==> src/rtl/seg_xlate_pkg.sv <==
package seg_xlate_pkg;

    // Fetch controller states.
    typedef enum logic [1:0] {
        ST_IDLE     = 2'd0,
        ST_FETCH_LO = 2'd1,
        ST_FETCH_HI = 2'd2
    } fetch_state_t;

    localparam int DESC_BYTES = 8;
    localparam int WORD_BYTES = 4;

    // Assemble the 32-bit segment base from a 64-bit descriptor.
    function automatic logic [31:0] desc_base(input logic [63:0] d);
        return {d[63:56], d[39:32], d[31:16]};
    endfunction

endpackage

==> src/rtl/seg_fetch_ctrl.sv <==
module seg_fetch_ctrl
    import seg_xlate_pkg::*;
#(
    parameter int NUM_SEG = 4,
    parameter int SEL_W   = 16,
    parameter int ADDR_W  = 32,
    localparam int SEG_W  = $clog2(NUM_SEG)
) (
    input  logic                clk,
    input  logic                rst_n,
    input  logic                start,
    input  logic [SEG_W-1:0]    start_seg,
    input  logic [SEL_W-1:2]    start_sel,
    input  logic [ADDR_W-1:0]   gdt_base,
    input  logic [ADDR_W-1:0]   ldt_base,
    input  logic [31:0]         mem_rdata,
    input  logic                mem_rvalid,
    output logic                mem_req,
    output logic [ADDR_W-1:0]   mem_addr,
    output logic                idle,
    output logic                fill_we,
    output logic [SEG_W-1:0]    fill_seg,
    output logic [ADDR_W-1:0]   fill_base,
    output logic [NUM_SEG-1:0]  busy
);

    localparam int IDX_SHIFT = $clog2(DESC_BYTES);

    fetch_state_t               state_q, state_d;
    logic [SEG_W-1:0]           seg_q;
    logic [ADDR_W-1:0]          addr_q;
    logic [31:0]                lo_q;
    logic [ADDR_W-1:0]          tbl_base;
    logic [ADDR_W-1:0]          idx_off;

    assign tbl_base = start_sel[2] ? ldt_base : gdt_base;
    assign idx_off  = ADDR_W'({start_sel[SEL_W-1:3], {IDX_SHIFT{1'b0}}});

    // State register.
    always_ff @(posedge clk) begin
        if (!rst_n) state_q <= ST_IDLE;
        else        state_q <= state_d;
    end

    // Next-state logic.
    always_comb begin
        state_d = state_q;
        unique case (state_q)
            ST_IDLE:     if (start)      state_d = ST_FETCH_LO;
            ST_FETCH_LO: if (mem_rvalid) state_d = ST_FETCH_HI;
            ST_FETCH_HI: if (mem_rvalid) state_d = ST_IDLE;
            default:                     state_d = ST_IDLE;
        endcase
    end

    // Datapath registers.
    always_ff @(posedge clk) begin
        if (!rst_n) begin
            seg_q  <= '0;
            addr_q <= '0;
            lo_q   <= '0;
        end else begin
            if (state_q == ST_IDLE && start) begin
                seg_q  <= start_seg;
                addr_q <= tbl_base + idx_off;
            end else if (state_q == ST_FETCH_LO && mem_rvalid) begin
                lo_q   <= mem_rdata;
                addr_q <= addr_q + ADDR_W'(WORD_BYTES);
            end
        end
    end

    // Outputs.
    always_comb begin
        mem_req   = 1'b0;
        idle      = 1'b0;
        fill_we   = 1'b0;
        busy      = '0;
        unique case (state_q)
            ST_IDLE: idle = 1'b1;
            ST_FETCH_LO: begin
                mem_req     = 1'b1;
                busy[seg_q] = 1'b1;
            end
            ST_FETCH_HI: begin
                mem_req     = 1'b1;
                busy[seg_q] = 1'b1;
                fill_we     = mem_rvalid;
            end
            default: idle = 1'b1;
        endcase
    end

    assign mem_addr  = addr_q;
    assign fill_seg  = seg_q;
    assign fill_base = ADDR_W'(desc_base({mem_rdata, lo_q}));

    a_r5_addr_hold: assert property (@(posedge clk) disable iff (!rst_n)
        (mem_req && !mem_rvalid) |=> (mem_req && $stable(mem_addr)));

    a_r5_second_read: assert property (@(posedge clk) disable iff (!rst_n)
        (state_q == ST_FETCH_LO && mem_rvalid) |=>
            (mem_req && mem_addr == $past(mem_addr) + ADDR_W'(WORD_BYTES)));

    a_r7_busy_single: assert property (@(posedge clk) disable iff (!rst_n)
        $onehot0(busy));

    a_r7_busy_set: assert property (@(posedge clk) disable iff (!rst_n)
        (idle && start) |=> ($countones(busy) == 1 && !idle));

    a_r7_busy_clear: assert property (@(posedge clk) disable iff (!rst_n)
        fill_we |=> (busy == '0 && idle));

endmodule

==> src/rtl/seg_shadow_bank.sv <==
module seg_shadow_bank #(
    parameter int NUM_SEG = 4,
    parameter int ADDR_W  = 32,
    localparam int SEG_W  = $clog2(NUM_SEG)
) (
    input  logic                clk,
    input  logic                rst_n,
    input  logic                real_we,
    input  logic [SEG_W-1:0]    real_seg,
    input  logic [ADDR_W-1:0]   real_base,
    input  logic                fill_we,
    input  logic [SEG_W-1:0]    fill_seg,
    input  logic [ADDR_W-1:0]   fill_base,
    input  logic [SEG_W-1:0]    rd_seg,
    output logic [ADDR_W-1:0]   rd_base
);

    logic [ADDR_W-1:0] base_q [NUM_SEG];

    for (genvar g = 0; g < NUM_SEG; g++) begin : g_entry
        always_ff @(posedge clk) begin
            if (!rst_n)
                base_q[g] <= '0;
            else if (real_we && real_seg == SEG_W'(g))
                base_q[g] <= real_base;
            else if (fill_we && fill_seg == SEG_W'(g))
                base_q[g] <= fill_base;
        end
    end

    assign rd_base = base_q[rd_seg];

    a_r2_single_writer: assert property (@(posedge clk) disable iff (!rst_n)
        !(real_we && fill_we));

endmodule

==> src/rtl/seg_lin_stage.sv <==
module seg_lin_stage #(
    parameter int ADDR_W   = 32,
    parameter int REAL_W   = 20,
    parameter int REAL_OFF = 16
) (
    input  logic                clk,
    input  logic                rst_n,
    input  logic                fire,
    input  logic                real_mode,
    input  logic [ADDR_W-1:0]   base,
    input  logic [ADDR_W-1:0]   offset,
    output logic                lin_valid,
    output logic [ADDR_W-1:0]   lin_addr
);

    logic [ADDR_W-1:0] sum_real, sum_prot, sum;

    assign sum_real = (base + ADDR_W'(offset[REAL_OFF-1:0])) & ADDR_W'((64'd1 << REAL_W) - 1);
    assign sum_prot = base + offset;
    assign sum      = real_mode ? sum_real : sum_prot;

    always_ff @(posedge clk) begin
        if (!rst_n) begin
            lin_valid <= 1'b0;
            lin_addr  <= '0;
        end else begin
            lin_valid <= fire;
            if (fire) lin_addr <= sum;
        end
    end

    a_r3_real_width: assert property (@(posedge clk) disable iff (!rst_n)
        (fire && real_mode) |=> (lin_addr >> REAL_W) == '0);

endmodule

==> src/rtl/seg_xlate_unit.sv <==
module seg_xlate_unit #(
    parameter int NUM_SEG = 4,
    parameter int SEL_W   = 16,
    parameter int ADDR_W  = 32,
    parameter int REAL_W  = 20,
    localparam int SEG_W  = $clog2(NUM_SEG)
) (
    input  logic                clk,
    input  logic                rst_n,
    input  logic                prot_mode,
    input  logic                ld_valid,
    input  logic [SEG_W-1:0]    ld_seg,
    input  logic [SEL_W-1:0]    ld_value,
    output logic                ld_ready,
    input  logic                xl_valid,
    input  logic [SEG_W-1:0]    xl_seg,
    input  logic [ADDR_W-1:0]   xl_offset,
    output logic                xl_stall,
    input  logic [ADDR_W-1:0]   gdt_base,
    input  logic [ADDR_W-1:0]   ldt_base,
    output logic                mem_req,
    output logic [ADDR_W-1:0]   mem_addr,
    input  logic [31:0]         mem_rdata,
    input  logic                mem_rvalid,
    output logic [NUM_SEG-1:0]  busy,
    output logic                lin_valid,
    output logic [ADDR_W-1:0]   lin_addr
);

    localparam int SHIFT = REAL_W - SEL_W;

    logic               ld_fire, real_we, fetch_start, xl_fire, idle;
    logic               fill_we;
    logic [SEG_W-1:0]   fill_seg;
    logic [ADDR_W-1:0]  fill_base, real_base, rd_base;

    assign ld_ready    = idle;
    assign ld_fire     = ld_valid && idle;
    assign real_we     = ld_fire && !prot_mode;
    assign fetch_start = ld_fire && prot_mode;
    assign real_base   = ADDR_W'({ld_value, {SHIFT{1'b0}}});
    assign xl_stall    = xl_valid && busy[xl_seg];
    assign xl_fire     = xl_valid && !xl_stall;

    seg_fetch_ctrl #(.NUM_SEG(NUM_SEG), .SEL_W(SEL_W), .ADDR_W(ADDR_W)) u_fetch (
        .clk        (clk),
        .rst_n      (rst_n),
        .start      (fetch_start),
        .start_seg  (ld_seg),
        .start_sel  (ld_value[SEL_W-1:2]),
        .gdt_base   (gdt_base),
        .ldt_base   (ldt_base),
        .mem_rdata  (mem_rdata),
        .mem_rvalid (mem_rvalid),
        .mem_req    (mem_req),
        .mem_addr   (mem_addr),
        .idle       (idle),
        .fill_we    (fill_we),
        .fill_seg   (fill_seg),
        .fill_base  (fill_base),
        .busy       (busy)
    );

    seg_shadow_bank #(.NUM_SEG(NUM_SEG), .ADDR_W(ADDR_W)) u_shadow (
        .clk        (clk),
        .rst_n      (rst_n),
        .real_we    (real_we),
        .real_seg   (ld_seg),
        .real_base  (real_base),
        .fill_we    (fill_we),
        .fill_seg   (fill_seg),
        .fill_base  (fill_base),
        .rd_seg     (xl_seg),
        .rd_base    (rd_base)
    );

    seg_lin_stage #(.ADDR_W(ADDR_W), .REAL_W(REAL_W), .REAL_OFF(SEL_W)) u_lin (
        .clk        (clk),
        .rst_n      (rst_n),
        .fire       (xl_fire),
        .real_mode  (!prot_mode),
        .base       (rd_base),
        .offset     (xl_offset),
        .lin_valid  (lin_valid),
        .lin_addr   (lin_addr)
    );

    a_r2_real_no_fetch: assert property (@(posedge clk) disable iff (!rst_n)
        (ld_valid && ld_ready && !prot_mode) |=> (!mem_req && ld_ready));

    a_r8_stall_no_result: assert property (@(posedge clk) disable iff (!rst_n)
        (xl_valid && xl_stall) |=> !lin_valid);

    a_r10_result_next: assert property (@(posedge clk) disable iff (!rst_n)
        (xl_valid && !xl_stall) |=> lin_valid);

    a_r10_no_spurious: assert property (@(posedge clk) disable iff (!rst_n)
        !(xl_valid && !xl_stall) |=> !lin_valid);

endmodule

==> config.mk <==
export PLATFORM = sky130hd
export DESIGN_NAME = seg_xlate_unit
export DESIGN_NICKNAME = d
export VERILOG_FILES = /design/src/rtl/seg_xlate_pkg.sv /design/src/rtl/seg_fetch_ctrl.sv /design/src/rtl/seg_shadow_bank.sv /design/src/rtl/seg_lin_stage.sv /design/src/rtl/seg_xlate_unit.sv
export SDC_FILE = /design/constraint.sdc
export NUM_CORES = 1
export LEC_CHECK = 0
export ABC_AREA = 0
export CORE_MARGIN = 10
export CORE_UTILIZATION = 54
export DETAILED_ROUTE_END_ITERATION = 16
export DONT_BUFFER_PORTS = 1
export PLACE_DENSITY = 0.66
export REMOVE_ABC_BUFFERS = 1
export SLEW_MARGIN = 40
export SYNTH_ARGS = -nofsm -noshare
export SYNTH_HDL_FRONTEND = slang
export SYNTH_HIERARCHICAL = 1
export SYNTH_SLANG_ARGS = --single-unit
==> constraint.sdc <==
create_clock -name clk -period 4.5 [get_ports clk]
set_clock_uncertainty 0.2 [all_clocks]
set_input_delay 0.225 -clock clk [delete_from_list [all_inputs] [get_ports clk]]
set_output_delay 0.225 -clock clk [all_outputs]
set_load 0.05 [all_outputs]
# --- Yosys cells after proc, flatten, opt, wreduce, memory -nomap -nowiden ---
# Memory sizes are Yosys's and may differ from the RTL's.
# Cells that the tools add are included.
totals:
  in_bits: 154
  output_inout_bits: 72
  n_memories: 1
  elab_cells: 112
  ramBits: 128
  register_bits: 101
classes:
  magnitude_cmp: 3
  eq_ne: 11
  bitwise: 9
  addsub: 4
  mux: 53
  n_reduce_logical: 25
mem_list:
  columns: ["memory", "depth", "word_bits", "read_ports", "rd_clocked_by_memory_dff", "write_ports", "line", "rtl"]
  rows:
  - ["u_shadow.base_q", 4, 32, 1, 0, 4, "seg_shadow_bank.sv:18", "logic [ADDR_W-1:0] base_q [NUM_SEG];"]
op_table:
  columns: ["operator", "n"]
  rows:
  - ["$mux 32", 12]
  - ["$mux 1", 34]
  - ["$add 32x16->32", 1]
  - ["$add 32x3->32 const B", 1]
  - ["$add 32x32->32", 1]
  - ["$add 20x16->20", 1]
  - ["$logic_and 1x1->1", 16]
  - ["$eq 2x2->1 const B", 5]
  - ["$or 1x1->1", 8]
  - ["$eq 2x1->1 const B", 3]
  - ["$logic_not 2->1", 3]
  - ["$lt 2x3->1 const B", 2]
  - ["$mux 2", 3]
  - ["$pmux 2 s3", 1]
  - ["$mux 4", 1]
  - ["$ne 2x2->1 const B", 2]
  - ["$reduce_and 3->1", 1]
  - ["$bmux 1 s2", 1]
  - ["$demux 1 s2", 1]
  - ["$ge 2x1->1 const B", 1]
  - ["$logic_not 1->1", 2]
  - ["$ne 2x1->1 const B", 1]
  - ["$reduce_and 2->1", 1]
  - ["$reduce_bool 2->1", 1]
  - ["other kinds (2)", 2]

# --- Logic depth before layout (Yosys ltp) ---
# Gate-level depths: netlist (run 1).
depth:
  depth_word: 11
  ltp_mapped: 14
  depth_no_buf: 12

# --- Cells and area by module ---
# The synthesis (run 1) kept the hierarchy.
by_module_without_submodules:
  columns: ["mod", "area_each_um2", "cells_each", "seq_area_each_um2", "n_inst"]
  rows:
  - ["seg_shadow_bank", 6120.9, 350, 3843.7, 1]
  - ["seg_fetch_ctrl", 3958.8, 492, 1041.0, 1]
  - ["seg_lin_stage", 3070.4, 370, 660.6, 1]
  - ["seg_xlate_unit", 53.8, 8, 0.0, 1]

# --- Worst setup path after synthesis (run 1) ---
# No wires, ideal clock.
synth_timing:
  path_type: "reg2reg"
  from: "reg u_fetch.state_q[0]"
  to: "reg u_lin.lin_addr[29]"
  n_path_buf: 2
  t_required_ns: 4.170
  stages_incl_launch_ff: 15
  arrival_ns: 4.115
  synth_period_minus_slack_ns: 4.445
  setup_time_ns: 0.130
  setup_slack_ns: 0.055
  cell_sequence: "dfxtp_1 -> inv_1 -> ha_1 -> inv_1 -> nor3b_1 -> mux4_2 -> nor2b_1 -> clkbuf_1 -> nand2_1 -> inv_1 -> nand2b_1 -> clkbuf_1 -> nor2_1 -> a21oi_1 -> o211ai_1"
synth_between:
  elab_chain_len: 8
  elab_cells_between_ends: 9
  cone_classes: "eq/ne (2); mux (3); reduce/logical (4)"
synth_rtl:
  columns: ["element", "line", "rtl"]
  rows:
  - ["start, declared", "seg_fetch_ctrl.sv:29", "fetch_state_t state_q, state_d;"]
  - ["start signal, assigned", "seg_fetch_ctrl.sv:42", "else state_q <= state_d;"]
  - ["$eq 2x2->1 / $eq 2x1->1 (equally long branches)", "seg_fetch_ctrl.sv:79", "unique case (state_q)"]
  - ["$reduce_or 2->1 (no source line) *", null, null]
  - ["$mux 4 *", null, null]
  - ["via busy[2]", "seg_xlate_unit.sv:25", "output logic [NUM_SEG-1:0] busy,"]
  - ["$bmux 1 s2 *", "seg_xlate_unit.sv:42", "assign xl_stall = xl_valid && busy[xl_seg];"]
  - ["$mux 1 (not written as such) *", "seg_xlate_unit.sv:42", null]
  - ["$logic_and 1x1->1 *", "seg_xlate_unit.sv:42", null]
  - ["$logic_not 1->1 *", "seg_xlate_unit.sv:43", "assign xl_fire = xl_valid && !xl_stall;"]
  - ["$logic_and 1x1->1 *", "seg_xlate_unit.sv:43", null]
  - ["via xl_fire", "seg_xlate_unit.sv:32", "logic ld_fire, real_we, fetch_start, xl_fire, idle;"]
  - ["end signal, assigned", "seg_lin_stage.sv:28", "if (fire) lin_addr <= sum;"]
  - ["end, declared", "seg_lin_stage.sv:13", "output logic [ADDR_W-1:0] lin_addr"]
# Mark *: on every way through the listed nets, which the timed path passes. The rest lies on a longest branch. The select of a mux whose other input is x is not followed.
# A chain may end at the register's enable or synchronous reset.

# --- Final worst setup path (run 1) ---
# Ends and elaborated chain as after synthesis.

==> flow_summary.yaml, run 1 <==
clock_network:
  post_cts_buffers: 0
  insertion_delay_ns: 0.52
  cts_buffer_depth: 3
  clock-sinks: 213
  root_buffer: "clkbuf_16"
  cts_tree: "built"
  cts_made_buffers: 25
  ctsHtreeMaxLevel: 1
  clk_pin_slew_worst_paths_ns: 0.06
finish:
  finalNetCount: 1557
  fillCellCount: 1929
  regArea_sq_um: 5545
  layout-drive-gt1-share: 0.1242
  multi_input_area_sq_um: 7403
  fin_area_sq_um: 15570
  area_growth_pct: 17.91
grt:
  gr-total-overflow: 0
  grt_pass1_wl_microns: 60570
  grt_pass1_vias: 10880
  grt_use_total: 0.2418
  grt_max_degree: 54
  antenna_found_initial: 4
worst_setup_path:
  cp-end-kind: "register"
  arrival_ns: 4.44
  crit_path_start_kind: "register"
  crit_required_ns: 4.76
  crit_type: "reg2reg"
  cp_max_fo: 10
placement:
  place_area_sq_um: 13620
  hpwl_microns: 25340
  finalWeightedCongestion: 0.8617
  portBuffers: 0
detailed_routing:
  dr.pass1.iters: 5
  via_per_inst: 6.248
  drt-initial-drc-count: 724
  wl_microns: 39060
  drtAntennaViolNets: 0
  drc_errors: 0
  drt-wirelength-per-cell_microns: 23.01
  dr_total_vias: 10600
synthesis:
  avgSynthCellArea_sq_um: 10.82
  syn_area_sq_um: 13200
  synth_cell_types: 94
  synthTopCellsByArea: "edfxtp_1 29%, dfxtp_1 13%, mux4_2 5.6%"
  yosys_warnings: 6
  synth.largest_area_cell: "edfxtp_1"
  ys_ff_latch: 213
  synth_edf_count: 128
  yosysSeqAreaShare: 0.4200
  yosysTopAreaCellShare: 0.2911
  synth_ff_type: "edfxtp_1"
  synthArstFlopShare: 0
  netlist_instances: 1220
timing:
  hold_ws_ns: 0.003169
  final_max_slew_viol_count: 0
  rsz0062_at_grt: "no"
  fin_crit_ns: 4.186
  hold_violations: 0
  slew_headroom: 0.4897
  setup_viol: 0
  fmax_ghz: 0.2389
  period_share: 0.9303
  tightest_slew_ns: 0.7585
die:
  die_y_microns: 176.4
  core_area_sq_um: 24180
  rows: 57
  pin_count: 226
  die_x_microns: 176.4
  die-area_sq_um: 31110
  start_util: 0.5461
min_path:
  min_path_type: "in2reg"
power:
  p_sw_mw: 2.217
  powerDensity_nw_per_um2: 406.4
  internal_power_mw: 4.110
  leakage_nw: 5.846
  switching_share: 0.3504
  combPwrFrac: 0.231
  vdd_ir_drop_max_mv: 0.3015
  power_mw: 6.327
  clkPwrFrac: 0.317
  pwr-share-seq: 0.451
outcome:
  status: "complete, no violations"
run:
  maxCapViolations: 0
==> final cells by class <==
type,count,area share
Timing Repair Buffer,134,0.08455
Antenna cell,4,0.0006429
Sequential cell,213,0.3562
Inverter,22,0.005304
Tap cell,324,0.02604
Clock buffer,33,0.04436
Clock inverter,12,0.007394
Multi-Input combinational cell,955,0.4755
==> registers in the layout (all words and copies together), names as in the netlist <==
signal and flops:
u_shadow/base_q 128, u_fetch/mem_addr 32, u_lin/lin_addr 32, u_fetch/lo_q 16
u_fetch/fill_seg 2, u_fetch/state_q 2, u_lin/lin_valid 1
==> cells in the final DEF (no fill, tap or decap), drive strengths merged, types with 8 or more instances in the layout <==
cell type and instances:
a211oi 22, a21o 13, a21oi 71, a22o 66, a31oi 11, a32o 67, and2 10, and3 13
buf 26, clkbuf 33, clkinv 8, conb 64, dfxtp 85, dlygate4sd3 108, edfxtp 128, ha 50
inv 23, mux2 19, mux2i 28, mux4 33, nand2 121, nand3 36, nand4 21, nor2 62
nor2b 17, nor3 11, o211ai 13, o21ai 35, o21bai 8, o22ai 8, xnor2 31, xor2 40
==> worst paths after layout <==
check,from,end,slack [ns],depth (start not counted)
max,u_fetch/state_q[0]$_SDFFE_PN0P_,u_lin/lin_addr[29]$_SDFFE_PN0P_,0.31,12
min,xl_seg[1],u_lin/lin_addr[16]$_SDFFE_PN0P_,0.003,3
max reg2reg,u_fetch/state_q[0]$_SDFFE_PN0P_,u_lin/lin_addr[29]$_SDFFE_PN0P_,0.31,12
min reg2reg,u_fetch/lo_q[22]$_SDFFE_PN0P_,u_fetch/lo_q[22]$_SDFFE_PN0P_,0.30,2
==> logic make-up (layout without fill, tap and decap cells) <==
| family | count (synthesis) | after routing | share of synthesized area |
|---|---|---|---|
| AO/OA/AOI/OAI | 361 | 361 | 0.2184 |
| AND/OR/NAND/NOR | 327 | 327 | 0.1266 |
| flip-flops | 213 | 213 | 0.4200 |
| buffers and inverters | 115 | 201 | 0.04349 |
| multiplexers | 80 | 80 | 0.09372 |
| XOR/XNOR | 71 | 71 | 0.04710 |
| adder cells (fa/ha/maj) | 52 | 52 | 0.05041 |
| other | 1 | 68 | 0.0002840 |
==> worst max-delay path, stage by stage, from the launching register on <==
cell and delay [ns]:
dfxtp_1 0.37, inv_1 0.10, ha_1 0.54, and3_1 0.49, mux4_2 0.60, nor2b_4 0.32, nand2_1 0.23, inv_1 0.17
nand2b_1 0.22, nor2_1 0.15, a21oi_1 0.05, o211ai_1 0.11, dlygate4sd3_1 0.56
==> synthesized netlist by cell type, types with 25 or more instances <==
cell      count
mux4_2       33
nand3_1      34
buf_2        31
dfxtp_1      85
a32o_1       67
a21oi_1      69
nor2_1       58
ha_1         50
mux2i_1      28
nand2_1     121
xor2_1       40
o21ai_0      25
xnor2_1      31
a22o_1       66
edfxtp_1    128
clkbuf_1     37
==> power by group through the flow <==
stage          Sequential [mW]  Combinational [mW]  Clock, mW
2_1_floorplan             2.84                1.01          0
3_3_place_gp              2.89                1.27          0
3_5_place_dp              2.90                1.30          0
4_1_cts                   2.86                1.44       2.03
5_1_grt                   2.89                1.60       2.11
6_report                  2.86                1.46       2.01
==> metrics by stage <==
step / utilization / TNS (ns) / setup slack, ns / instances
2_1_floorplan: - / -1.242 / -0.1430 / 1190
4_1_cts: 0.6433 / 0 / 0.06239 / 1693
5_1_grt: 0.6438 / 0 / 0.06221 / 1696
3_3_place_gp: 0.5626 / 0 / 0.6607 / 1537
6_report: 0.6439 / 0 / 0.3139 / 1697
3_5_place_dp: 0.5633 / 0 / 0.6181 / 1538
==> what timing repair did <==
item,4_1_cts,5_1_grt
gates resized for setup,0,1
hold buffers,110,0
hold endpoints to repair,190,0
setup endpoints to repair,0,1
==> metal layers <==
layer  global-route usage  part of all wire  wire length (microns)  vias up
li1                     -                 -                      -     4976
met1               0.2914              0.40                  15740     5102
met2               0.4123              0.48                  18820      458
met3              0.06877             0.093                   3616       67
met4              0.07180             0.023                    886        0
met5                    0                 0                      0        -
(Power assumes the default switching activity.)
==> inputs of run 2 (changes only) <==
Settings changed: CORE_MARGIN 10 to 1, MAX_ROUTING_LAYER from default to met4.
==> run 2 against run 1 <==
  * Register-to-register slack better by 0.23 ns
  * First-iteration DRC count up 17%
  * Wire length down 5.7%
  * Total power up 1.8%
  * Critical path type unchanged
  * Highest routed layer unchanged
==> flow_summary.yaml, run 2 (synthesized netlist as in run 1, its figures left out) <==
clock_network:
  cts_buffer_depth: 3
  ctsHtreeMaxLevel: 1
  insertion_delay_ns: 0.52
  cts_made_buffers: 25
  post_cts_buffers: 0
  cts_resized: 0
  root_buffer: "clkbuf_16"
  cts_tree: "built"
  ctsHoldBuffers: 103
  clock-sinks: 213
  clk_pin_slew_worst_paths_ns: 0.06
detailed_routing:
  wl_microns: 36850
  drc_errors: 0
  via_per_inst: 6.263
  dr_total_vias: 10560
  drtAntennaViolNets: 0
  dr.pass1.iters: 5
  drt-wirelength-per-cell_microns: 21.85
  drt-initial-drc-count: 847
grt:
  grt_pass1_wl_microns: 56840
  antenna_found_initial: 4
  gr-total-overflow: 0
  grt_use_total: 0.3038
  grt_max_degree: 55
  grt_pass1_vias: 10610
finish:
  fillCellCount: 1926
  regMostFlops: "u_shadow/base_q"
  finalNetCount: 1550
  final_common_cell: "edfxtp_1"
  multi_input_area_sq_um: 7398
  area_growth_pct: 17.87
  layout-drive-gt1-share: 0.1262
  fin_cells: 1686
  largest_reg_flops: 128
  mostFrequentLayoutCells: "128 x edfxtp_1, 121 x nand2_1, 101 x dlygate4sd3_1"
  regArea_sq_um: 5545
die:
  rows: 56
  pin_count: 226
  die_x_microns: 158.4
  core_area_sq_um: 23750
  start_util: 0.5559
  die-area_sq_um: 25080
  die_y_microns: 158.4
worst_setup_path:
  crit_required_ns: 4.77
  arrival_ns: 4.22
  worstReg2RegEnd: "u_fetch/mem_addr[20]$_SDFFE_PN0P_"
  regToRegStartpoint: "u_fetch/state_q[0]$_SDFFE_PN0P_"
  crit_path_start_kind: "register"
  path_cells: "inv_1 -> ha_1 -> inv_1 -> nand2_1 -> nor2_1 -> nand2_1 -> buf_4 -> nor2_1 -> and4_1 -> mux2i_1 -> dlygate4sd3_1 -> nand2_1 -> dlygate4sd3_1"
  max_stage_delay_ns: 0.58
  worst-path-buf-inv: 5
  cp_max_fo: 20
  reg2reg_slack_ns: 0.55
  ff2ff_path_depth: 13
  cp-end-kind: "register"
  slowest_stage: "dlygate4sd3_1"
  cp_common_cell: "nand2_1"
  crit_type: "reg2reg"
  crit_family: "buffers and inverters"
timing:
  setup_viol: 0
  fmax_ghz: 0.2530
  slew_headroom: 0.4116
  final_max_slew_viol_count: 0
  period_share: 0.8782
  hold_violations: 0
  fin_crit_ns: 3.952
  tightest_slew_ns: 0.8758
  rsz0062_at_grt: "no"
  timing.final.ws_setup_ns: 0.5481
power:
  powerDensity_nw_per_um2: 413.7
  vdd_ir_drop_max_mv: 0.3561
  leakage_nw: 5.853
min_path:
  worstHoldEndpoint: "u_lin/lin_addr[29]$_SDFFE_PN0P_"
  hold_start: "xl_offset[29]"
  hold-path-cell-count: 3
  min_path_type: "in2reg"
placement:
  finalWeightedCongestion: 0.9111
  dpl.cell_count: 1533
  portBuffers: 0
  post-place-ws_ns: 0.8592
  hpwl_microns: 23400
run:
  maxCapViolations: 0
outcome:
  status: "complete, no violations"
-- run 2: layout make-up --
| cell class | instances | area share |
|---|---|---|
| Multi-Input combinational cell | 955 | 0.4754 |
| Clock inverter | 17 | 0.01407 |
| Sequential cell | 213 | 0.3563 |
| Tap cell | 319 | 0.02565 |
| Inverter | 22 | 0.005306 |
| Timing Repair Buffer | 127 | 0.08087 |
| Antenna cell | 4 | 0.0006431 |
| Clock buffer | 29 | 0.04180 |
-- run 2: worst max-delay path by stage --
stage / startpoint / to / depth (start not counted)
floorplan: u_fetch/state_q[0]$_SDFFE_PN0P_ / u_lin/lin_addr[17]$_SDFFE_PN0P_ / 9
CTS: u_fetch/state_q[0]$_SDFFE_PN0P_ / u_fetch/mem_addr[20]$_SDFFE_PN0P_ / 13
detailed placement: u_fetch/state_q[0]$_SDFFE_PN0P_ / u_lin/lin_addr[29]$_SDFFE_PN0P_ / 11
global route: u_fetch/state_q[0]$_SDFFE_PN0P_ / u_fetch/mem_addr[20]$_SDFFE_PN0P_ / 13
global placement: u_fetch/state_q[0]$_SDFFE_PN0P_ / u_lin/lin_addr[29]$_SDFFE_PN0P_ / 11
finish: u_fetch/state_q[0]$_SDFFE_PN0P_ / u_fetch/mem_addr[20]$_SDFFE_PN0P_ / 13
-- run 2: worst register-to-register path: stages (launching register included) --
cell,delay [ns]
dfxtp_1,0.37
inv_1,0.09
ha_1,0.53
inv_1,0.23
nand2_1,0.09
nor2_1,0.17
nand2_1,0.08
buf_4,0.21
nor2_1,0.42
and4_1,0.27
mux2i_1,0.07
dlygate4sd3_1,0.58
nand2_1,0.05
dlygate4sd3_1,0.54
-- run 2: stage by stage --
step / area, sq um / utilization / power, mW / setup TNS (ns) / hold WS, ns
floorplan: 12950 / - / 3.843 / -1.242 / 0.1425
global placement: 13600 / 0.5724 / 4.153 / 0 / 0.1593
detailed placement: 13630 / 0.5736 / 4.181 / 0 / 0.1618
CTS: 15550 / 0.6548 / 6.447 / 0 / 0.0007525
global route: 15560 / 0.6552 / 6.703 / 0 / 0.02245
finish: 15560 / 0.6552 / 6.438 / 0 / 0.01114
-- run 2: per-layer routing --
| layer | wire length [microns] | vias to the layer above | part of all wire | track usage |
|---|---|---|---|---|
| met4 | 878 | 0 | 0.024 | 0.08288 |
| li1 | - | 4955 | - | - |
| met3 | 3140 | 64 | 0.085 | 0.05171 |
| met1 | 14990 | 5056 | 0.41 | 0.3761 |
| met5 | 0 | - | 0 | - |
| met2 | 17840 | 484 | 0.48 | 0.5127 |
-- run 2: where the power goes --
group | internal, mW | switching [mW]
Clock | 1.32 | 0.823
Sequential | 2.30 | 0.549
Combinational | 0.604 | 0.837
Total | 4.23 | 2.21
==> inputs of run 3 (changes only) <==
Settings changed: GPL_ROUTABILITY_DRIVEN from default to 0.
Clock period 4.5 ns to 3.7 ns, I/O delays scaled along.
==> run 3 against run 2 <==
  * Worst hold slack gained 0.010 ns
  * Clock power rose by 17%
  * Non-clock buffer count grew 56
  * Largest cell class unchanged
==> flow_summary.yaml, run 3 (synthesized netlist as in run 1, its figures left out) <==
detailed_routing:
  dr_total_vias: 10770
  wl_microns: 37850
  drt-initial-drc-count: 826
  drtAntennaViolNets: 0
  drc_errors: 0
  dr.pass1.iters: 5
  via_per_inst: 6.189
  drt-wirelength-per-cell_microns: 21.75
timing:
  setup_viol: 0
  hold_violations: 0
  slew_headroom: 0.4666
  fmax_ghz: 0.2797
  period_share: 0.9662
  final_max_slew_viol_count: 0
  tightest_slew_ns: 0.7940
  hold_ws_ns: 0.02163
  fin_crit_ns: 3.575
finish:
  fin_area_sq_um: 16100
  largest_reg_flops: 128
  final_common_cell: "dlygate4sd3_1"
  finalNetCount: 1606
  fillCellCount: 1835
  layout-drive-gt1-share: 0.1403
  area_growth_pct: 21.95
  regMostFlops: "u_shadow/base_q"
  mostFrequentLayoutCells: "135 x dlygate4sd3_1, 128 x edfxtp_1, 121 x nand2_1"
  finish.utilization: 0.6779
worst_setup_path:
  ff2ff_path_depth: 13
  cp_common_cell: "dlygate4sd3_1"
  startpoint: "ld_value[4]"
  arrival_ns: 3.78
  reg2reg_slack_ns: 0.14
  max_stage_delay_ns: 0.69
  regToRegStartpoint: "u_shadow/base_q[2][0]$_SDFFCE_PN0P_"
  cp-end-kind: "register"
  slowest_stage: "dlygate4sd3_1"
  crit_end: "u_fetch/mem_addr[19]$_SDFFE_PN0P_"
  crit_required_ns: 3.91
  cp_max_fo: 5
  worstReg2RegEnd: "u_lin/lin_addr[14]$_SDFFE_PN0P_"
  path_cells: "dlygate4sd3_1 -> fa_1 -> a211oi_2 -> o21ai_2 -> o211ai_2 -> nand2_1 -> a22oi_1 -> dlygate4sd3_1 -> a21oi_1 -> dlygate4sd3_1"
  crit_path_start_kind: "input pin"
  crit_type: "in2reg"
placement:
  place_area_sq_um: 13760
  portBuffers: 0
  hpwl_microns: 23660
grt:
  grt_use_total: 0.3103
  grt_pass1_vias: 10870
  gr-total-overflow: 0
  grt_max_degree: 56
  grt_pass1_wl_microns: 57970
  antenna_found_initial: 2
power:
  leakage_nw: 6.108
  powerDensity_nw_per_um2: 490.9
  vdd_ir_drop_max_mv: 0.4036
  power_mw: 7.905
clock_network:
  insertion_delay_ns: 0.52
  root_buffer: "clkbuf_16"
  clk_pin_slew_worst_paths_ns: 0.06
  cts_made_buffers: 25
  ctsHtreeMaxLevel: 1
  cts_buffer_depth: 3
  cts_tree: "built"
  clock-sinks: 213
die:
  die_y_microns: 158.4
  start_util: 0.5559
  core_area_sq_um: 23750
  die-area_sq_um: 25080
  rows: 56
  pin_count: 226
  die_x_microns: 158.4
min_path:
  hold_start: "xl_offset[3]"
  min_path_type: "in2reg"
run:
  maxCapViolations: 0
outcome:
  status: "complete, no violations"
-- run 3: changes by cell type in the layout (fill, tap and decap cells not counted), sizes merged --
cell / change
clkbuf: +3
clkinvlp: +2
bufinv: -1
buf: +22
diode: -1
clkinv: -3
dlygate4sd3: +34
inv: -2
-- run 3: how the worst min path moves through the flow --
stage                                      end  slack, ns  depth (start not counted)
6_report        u_lin/lin_addr[3]$_SDFFE_PN0P_       0.02                          4
5_1_grt          u_fetch/lo_q[26]$_SDFFE_PN0P_       0.03                          4
4_1_cts          u_fetch/lo_q[26]$_SDFFE_PN0P_     0.0004                          4
3_5_place_dp   u_lin/lin_addr[14]$_SDFFE_PN0P_       0.12                          1
3_3_place_gp   u_lin/lin_addr[14]$_SDFFE_PN0P_       0.12                          1
2_1_floorplan  u_lin/lin_addr[14]$_SDFFE_PN0P_       0.10                          1
-- run 3: per-stage QoR --
| step | setup TNS [ns] | std cells | worst slack (ns) |
|---|---|---|---|
| final | 0 | 1740 | 0.1249 |
| after detailed placement | 0 | 1550 | 0.3625 |
| after global placement | 0 | 1548 | 0.4276 |
| after CTS | 0 | 1731 | 0.03798 |
| after floorplan | -76.53 | 1190 | -0.9430 |
| after global routing | -0.01174 | 1739 | -0.008986 |
-- run 3: power breakdown --
| part | internal [mW] | total, mW | switching, mW |
|---|---|---|---|
| registers | 2.80 | 3.32 | 0.522 |
| clock network | 1.55 | 2.52 | 0.971 |
| logic | 0.841 | 2.06 | 1.22 |
| total | 5.19 | 7.90 | 2.71 |
-- run 3: final cells by class --
class	count	area, sq um	share of cell area
multi-input cells	955	7455	0.4630
flip-flops and latches	213	5545	0.3444
repair buffers	183	1775	0.1103
clock buffers	32	671.9	0.04173
well taps	319	399.1	0.02479
clock inverters	13	165.2	0.01026
inverters	22	82.58	0.005129
diodes	3	7.507	0.0004662
-- run 3: timing repair --
| item | 4_1_cts | 5_1_grt |
|---|---|---|
| setup buffers | 0 | 4 |
| endpoints found under the setup margin | 0 | 8 |
| gates resized for setup | 0 | 14 |
| hold buffers | 136 | 2 |
| hold endpoints to repair | 197 | 3 |
-- run 3: layer usage --
metal,share of wire,vias up,track usage
met5,0,-,-
met4,0.016,0,0.06456
met3,0.085,49,0.05661
met2,0.49,433,0.5409
met1,0.41,5222,0.3749
li1,-,5065,-
-- run 3: critical path, delay by kind of cell --
| kind | cells | cell delay (ns) |
|---|---|---|
| buffers and inverters | 3 | 1.87 |
| adder cells (fa/ha/maj) | 1 | 0.54 |
| AND/OR/NAND/NOR | 1 | 0.19 |
| AO/OA/AOI/OAI | 5 | 0.99 |
